**src/rtl/gpio_cport_pkg.sv**
```systemverilog
package gpio_cport_pkg;
  typedef enum logic [1:0] {
    SEL_DATA = 2'd0,
    SEL_DIR  = 2'd1,
    SEL_CTRL = 2'd2,
    SEL_FLAG = 2'd3
  } reg_sel_e;
endpackage

```
**src/rtl/gpio_cport_sync.sv**
```systemverilog
module gpio_cport_sync #(
  parameter int W      = 8,
  parameter int STAGES = 2
) (
  input  logic         clk,
  input  logic         rst,
  input  logic [W-1:0] d,
  output logic [W-1:0] q
);
  for (genvar b = 0; b < W; b++) begin : g_bit
    logic [STAGES-1:0] chain;
    always_ff @(posedge clk) begin
      if (rst) chain <= '0;
      else     chain <= {chain[STAGES-2:0], d[b]};
    end
    assign q[b] = chain[STAGES-1];
  end
endmodule

```
**src/rtl/gpio_cport_regs.sv**
```systemverilog
module gpio_cport_regs
  import gpio_cport_pkg::*;
#(
  parameter int W = 8
) (
  input  logic         clk,
  input  logic         rst,
  input  logic         we,
  input  reg_sel_e     sel,
  input  logic [W-1:0] wdata,
  output logic [W-1:0] out_q,
  output logic [W-1:0] dir_q,
  output logic         pu_dis_q,
  output logic [W-1:0] pin_oe,
  output logic [W-1:0] pin_pu
);
  always_ff @(posedge clk) begin
    if (rst) begin
      out_q    <= '0;
      dir_q    <= '1;
      pu_dis_q <= 1'b0;
    end else if (we) begin
      case (sel)
        SEL_DATA: out_q    <= wdata;
        SEL_DIR:  dir_q    <= wdata;
        SEL_CTRL: pu_dis_q <= wdata[0];
        default:  ;
      endcase
    end
  end

  assign pin_oe = ~dir_q;
  assign pin_pu = dir_q & {W{~pu_dis_q}};
endmodule

```
**src/rtl/gpio_cport_chg.sv**
```systemverilog
module gpio_cport_chg #(
  parameter int W = 8
) (
  input  logic         clk,
  input  logic         rst,
  input  logic [W-1:0] pins_s,
  input  logic [W-1:0] dir,
  input  logic         snap_rd,
  input  logic         snap_wr,
  input  logic [W-1:0] wdata,
  input  logic         clr_req,
  output logic [W-1:0] mism,
  output logic         flag_q
);
  logic [W-1:0] ref_q;

  always_ff @(posedge clk) begin
    if (rst)          ref_q <= '0;
    else if (snap_wr) ref_q <= wdata;
    else if (snap_rd) ref_q <= pins_s;
  end

  assign mism = dir & (pins_s ^ ref_q);

  always_ff @(posedge clk) begin
    if (rst)          flag_q <= 1'b0;
    else if (|mism)   flag_q <= 1'b1;
    else if (clr_req) flag_q <= 1'b0;
  end
endmodule

```
**src/rtl/gpio_cport.sv**
```systemverilog
module gpio_cport
  import gpio_cport_pkg::*;
#(
  parameter int W = 8
) (
  input  logic         clk,
  input  logic         rst,
  input  logic         bus_we,
  input  logic         bus_re,
  input  logic [1:0]   bus_addr,
  input  logic [W-1:0] bus_wdata,
  output logic [W-1:0] bus_rdata,
  input  logic [W-1:0] pin_in,
  output logic [W-1:0] pin_out,
  output logic [W-1:0] pin_oe,
  output logic [W-1:0] pin_pu,
  output logic         irq_flag,
  output logic         wake
);
  localparam int SYNC_STAGES = 2;

  reg_sel_e     sel;
  logic [W-1:0] pins_s;
  logic [W-1:0] out_q;
  logic [W-1:0] dir_q;
  logic         pu_dis_q;
  logic [W-1:0] mism;
  logic         flag_q;
  logic [W-1:0] rd_mux;

  assign sel = reg_sel_e'(bus_addr);

  gpio_cport_sync #(.W(W), .STAGES(SYNC_STAGES)) u_sync (
    .clk(clk), .rst(rst), .d(pin_in), .q(pins_s)
  );

  gpio_cport_regs #(.W(W)) u_regs (
    .clk(clk), .rst(rst), .we(bus_we), .sel(sel), .wdata(bus_wdata),
    .out_q(out_q), .dir_q(dir_q), .pu_dis_q(pu_dis_q),
    .pin_oe(pin_oe), .pin_pu(pin_pu)
  );

  gpio_cport_chg #(.W(W)) u_chg (
    .clk(clk), .rst(rst), .pins_s(pins_s), .dir(dir_q),
    .snap_rd(bus_re && sel == SEL_DATA),
    .snap_wr(bus_we && sel == SEL_DATA),
    .wdata(bus_wdata),
    .clr_req(bus_we && sel == SEL_FLAG && bus_wdata[0]),
    .mism(mism), .flag_q(flag_q)
  );

  always_comb begin
    case (sel)
      SEL_DATA: rd_mux = pins_s;
      SEL_DIR:  rd_mux = dir_q;
      SEL_CTRL: rd_mux = {{(W-1){1'b0}}, pu_dis_q};
      default:  rd_mux = {{(W-1){1'b0}}, flag_q};
    endcase
  end

  always_ff @(posedge clk) begin
    if (rst)         bus_rdata <= '0;
    else if (bus_re) bus_rdata <= rd_mux;
  end

  assign pin_out  = out_q;
  assign irq_flag = flag_q;
  assign wake     = flag_q;
endmodule

```
**config.mk**
```make
export PLATFORM = sky130hd
export DESIGN_NAME = gpio_cport
export DESIGN_NICKNAME = d
export VERILOG_FILES = /design/src/rtl/gpio_cport_pkg.sv /design/src/rtl/gpio_cport_sync.sv /design/src/rtl/gpio_cport_regs.sv /design/src/rtl/gpio_cport_chg.sv /design/src/rtl/gpio_cport.sv
export SDC_FILE = /design/constraint.sdc
export NUM_CORES = 1
export LEC_CHECK = 0
export ABC_AREA = 1
export CORE_MARGIN = 2
export CORE_UTILIZATION = 48
export CTS_CLUSTER_SIZE = 8
export DETAILED_ROUTE_END_ITERATION = 12
export HOLD_SLACK_MARGIN = 0.12
export PLACE_DENSITY_LB_ADDON = 0.08
export SYNTH_ARGS = -nofsm -noshare
export SYNTH_HDL_FRONTEND = slang
export SYNTH_SLANG_ARGS = --single-unit
```
**constraint.sdc**
```tcl
create_clock -name clk -period 1.4 [get_ports clk]
set_input_delay 0.28 -clock clk [delete_from_list [all_inputs] [get_ports clk]]
set_output_delay 0.28 -clock clk [all_outputs]
set_load 0.02 [all_outputs]
```
# Word-level counts from Yosys, hierarchy flattened
# Index checks and enable logic that the tools add are counted.
# totals
regBits,50
inputBits,22
output_inout_bits,34
word_cells,38
# op_classes
eq_ne,3
mux,5
bitwise,5
n_reduce_logical,11
# op_table
op,n
case mux 8 bit (3 select lines),1
AND 8 bit,2
2-to-1 mux 8 bit,2
NOT 8 bit,1
OR reduction 8 bit,1
XOR 8 bit,1
AND reduction 2 bit,3
equality test 2 bit (second input constant),2
logical AND 1 bit,4
nonzero test 2 bit,2
equality test 2 x 1 -> 1 bit (second input constant),1
zero test 2 bit,1
2-to-1 mux 1 bit,2
NOT 1 bit,1

# Logic depth before layout (Yosys ltp)
# Gate-level depths: netlist of run 1.
# depth
depth_word,5
ltp_mapped,8
depth_no_buf,7

# Modules after synthesis
# Synthesis of run 1 repeated with hierarchy kept, for this count alone.
# unflattened
cells_unflattened,350
area_unflattened_um2,2409.8
# by_module_without_submodules
module,n_inst,cells_each,area_per_inst_um2,seq_area_each_um2
gpio_cport_regs,1,115,812.0,340.3
gpio_cport_chg,1,104,613.1,180.2
gpio_cport_sync,1,58,534.3,320.3
gpio_cport,1,73,450.4,160.2

# Worst setup path after synthesis of run 1
# Ideal clock, no wire load.
# synth_path
path_type,input-to-reg
from,input port rst
to,register u_regs.dir_q[0]
setup_ns,0.144
t_arrival_ns,0.949
required_time_ns,1.256
setup_slack_ns,0.307
path_stages,4
path_buffers,2
cell_sequence,clkbuf_1 inv_1 clkbuf_1 o221ai_1
# synth_lines
element,line_no,source
"start, declared",gpio_cport.sv:7,"input logic rst,"
"end signal, assigned",gpio_cport_regs.sv:25,SEL_DIR: dir_q <= wdata;
"end, declared",gpio_cport_regs.sv:12,"output logic [W-1:0] dir_q,"
# No word-level cell between the ends.

# Final worst setup path of run 1
# layout_path
from,register u_regs.dir_q[1]
to,output port pin_oe[1]
# layout_between
elab_chain_cells,1
# layout_rtl
element,line_no,source
NOT 8 bit,gpio_cport_regs.sv:32,assign pin_oe = ~dir_q;
"end, declared",gpio_cport.sv:15,"output logic [W-1:0] pin_oe,"
# No other way between the ends.

==> results of run 1 <==
==> Yosys cell counts <==
cell,number
nand2_2,1
o21ai_0,20
a31oi_1,1
inv_1,49
a21oi_1,10
nand2_1,38
a211oi_1,1
nand2_4,4
inv_6,1
nand3_1,7
o22ai_1,7
o221ai_1,1
dfxtp_1,50
nor2_4,2
nor2_1,68
o21ai_2,8
clkbuf_1,7
buf_4,2
buf_12,1
o211ai_1,7
clkinv_1,1
==> metrics by stage <==
step	instance area [sq um]	setup TNS [ps]	utilization, %	total power [uW]	hold WS [ps]
final	2890	0	67.4	2880	393
after global placement	2870	-6060	66.8	2160	389
after floorplan	2100	0	-	1870	387
after global routing	2890	-0.121	67.4	3040	399
after CTS	2870	0	66.9	2900	407
after detailed placement	2870	-6570	66.8	2170	395
==> cells in the final DEF (no fill, tap or decap), types with 5 or more instances in the layout <==
master,synthesis,routed
nor2_1,68,67
dfxtp_1,50,50
o211ai_1,7,7
buf_2,0,6
inv_1,49,48
o21ai_0,20,20
o21ai_2,8,8
clkdlybuf4s50_1,0,19
buf_4,2,19
nand2_1,38,38
nand3_1,7,7
a21oi_1,10,10
clkbuf_8,0,5
o22ai_1,7,7
dlygate4sd2_1,0,26
==> worst max-delay path by stage <==
| stage | from | end | slack [ps] |
|---|---|---|---|
| 2_1_floorplan | rst | u_regs.dir_q[0]$_SDFFE_PP1P_ | 310 |
| 5_1_grt | u_regs.pu_dis_q$_SDFFE_PP0P_ | pin_pu[6] | -0.1 |
| 3_5_place_dp | bus_addr[0] | u_chg.ref_q[7]$_SDFFE_PP0P_ | -270 |
| 3_3_place_gp | bus_addr[0] | u_chg.ref_q[0]$_SDFFE_PP0P_ | -240 |
| 6_report | u_regs.dir_q[1]$_SDFFE_PP1P_ | pin_oe[1] | 60 |
| 4_1_cts | bus_addr[0] | u_chg.ref_q[7]$_SDFFE_PP0P_ | 50 |
==> cells by family (layout without fill, tap and decap cells) <==
kind of cell / Yosys count / after routing / share of synthesized area [%]
AOI/OAI and AO/OA: 55 / 55 / 16.1
and+or+nand+nor: 120 / 120 / 24.1
buffers and inverters: 61 / 134 / 12.2
DFF: 50 / 50 / 47.6
==> what timing repair did <==
action,CTS,global route
pin swaps,0,1
resized for setup,58,8
setup endpoints to repair,34,18
==> tightest hold or removal path, cell delays in order <==
cell,delay [ps]
dlymetal6s2s_1,180
nand3_1,130
a21oi_1,60
==> registers in the layout (all words and copies together), names as in the netlist <==
signal              count
u_regs.pu_dis_q         1
u_chg.ref_q             8
u_regs.out_q            8
u_sync.g_bit.chain     16
bus_rdata               8
u_chg.flag_q            1
u_regs.dir_q            8
==> area by class of cell <==
| class | instances | area, sq um | share of cell area [%] |
|---|---|---|---|
| repair buffers | 76 | 696 | 24.0 |
| clock inverters | 1 | 7.51 | 0.260 |
| flip-flops and latches | 50 | 1000 | 34.6 |
| multi-input cells | 175 | 848 | 29.3 |
| well taps | 52 | 65.1 | 2.25 |
| inverters | 51 | 203 | 7.01 |
| clock buffers | 6 | 72.6 | 2.51 |
==> layer usage <==
layer / track usage (%) / vias up / share of wire [%]
met2: 31.4 / 45 / 45
met1: 30.3 / 841 / 50
met3: 5.92 / 6 / 4.4
li1: - / 1034 / -
met5: 0 / - / 0
met4: 7.05 / 0 / 1.1
==> where the power goes <==
| part | internal [uW] | switching [uW] | total (uW) |
|---|---|---|---|
| Combinational | 245 | 305 | 550 |
| Sequential | 1500 | 38.7 | 1540 |
| Clock | 343 | 448 | 792 |
==> reports/metrics.yaml, run 1 <==
run_status:
  outcome: "complete, no violations"
place:
  dp_hpwl_mm: 3.53
  post-place-ws_ps: -273
  place_inst: 404
  place.port_buffers: 55
  place.gp.congestion: 0.798
detailed_routing:
  drt_iter0_markers: 91
  firstDrtPassIters: 4
  ant_nets: 0
  wl_per_cell_um: 11.5
  drcViolationCount: 0
  finalWirelength_mm: 4.73
  vias: 1926
  viasPerCell: 4.69
worst_setup_path:
  arrival_ps: 1060
  slowest_delay_ps: 350
  path_cells: "inv_1 > dlygate4sd2_1"
  r2r_cells: 7
  critPathLaunchType: "register"
  path_depth: 2
  critPathKind: "register to primary output"
  worstPathRequired_ps: 1120
  worstPathMaxFanout: 3
  timing.critical_path.buf_inv: 2
  reg2reg_from: "u_regs.dir_q[5]$_SDFFE_PP1P_"
  crit_slowest_cell: "dlygate4sd2_1"
  cp-end-kind: "primary output"
  reg2reg_to: "u_chg.flag_q$_SDFFE_PP0P_"
  r2r_setup_slack_ps: 400
  crit_family: "buffers and inverters"
sta:
  period_share_pct: 95.5
  rsz0062_at_grt: "yes"
  slew_violations: 0
  min_period_ps: 1340
  clock_skew_ps: 5.44
  hold_viol: 0
  slew_headroom_pct: 81.9
  setup_viol: 0
  worstMarginPinSlew_ps: 270
  setup_ws_ps: 62.7
  fmax_ghz: 0.748
global_route:
  antenna_found_initial: 0
  grt_max_degree: 33
  grt_first_pass_wirelength_mm: 8.25
  track_usage_pct: 21.4
  overflow: 0
  first_global_vias: 1694
job:
  maxCapViolCount: 0
cts:
  path_clk_slew_ps: 80
  cts_made_buffers: 5
  clock-sinks: 50
  tritoncts: "yes"
  htree_levels: 2
  clk_path_buf_depth: 2
  cts_setup_buffers: 0
  clk_latency_ps: 300
  holdBufCountCts: 0
  cts_root_buf: "clkbuf_8"
logic_synthesis:
  netlist_instances: 286
  syn_nets: 308
  synth_cell_types: 21
  seq_area_frac_synth_pct: 47.6
  synth_top_area_share_pct: 47.6
  yosysWarnings: 0
  synth_area_leader_cell: "dfxtp_1"
  synthTopCellsByArea: "dfxtp_1 48%, nor2_1 12%, inv_1 8.7%"
  avgSynthCellArea_sq_um: 7.36
  netlist_area_sq_um: 2100
  synth-seq-cells: 50
layout:
  areaGrowthSynthToFinish_pct: 37.5
  num_antenna_cells: 0
  drive_gt1_share_pct: 15.0
  final-instance-count-excl-fill: 411
  nets: 381
  fill_cells: 399
power:
  power_leakage_uw: 0.00147
  ir_drop_v: 0.000868
  p_per_area_nw_per_um2: 994
min_path:
  hp-class: "input port to register"
  hold_depth: 3
  hold_path_startpoint: "bus_addr[1]"
  min_to: "u_regs.pu_dis_q$_SDFFE_PP0P_"
floorplanning:
  rows: 24
  die_w_um: 70.2
  die_h_um: 70.2
  num_io_pins: 56
  initial_core_util_pct: 49.0
  dieArea_sq_um: 4930
  core-area_sq_um: 4290
(Power assumes the default switching activity.)
==> inputs of run 2 (changes only) <==
--- a/config.mk
+++ b/config.mk
@@ -10,6 +10,7 @@
 export CORE_UTILIZATION = 48
 export CTS_CLUSTER_SIZE = 8
 export DETAILED_ROUTE_END_ITERATION = 12
+export GPL_ROUTABILITY_DRIVEN = 0
 export HOLD_SLACK_MARGIN = 0.12
 export PLACE_DENSITY_LB_ADDON = 0.08
 export SYNTH_ARGS = -nofsm -noshare
==> results of run 2 <==
Final layout, timing and power as in run 1 (identical DEF).
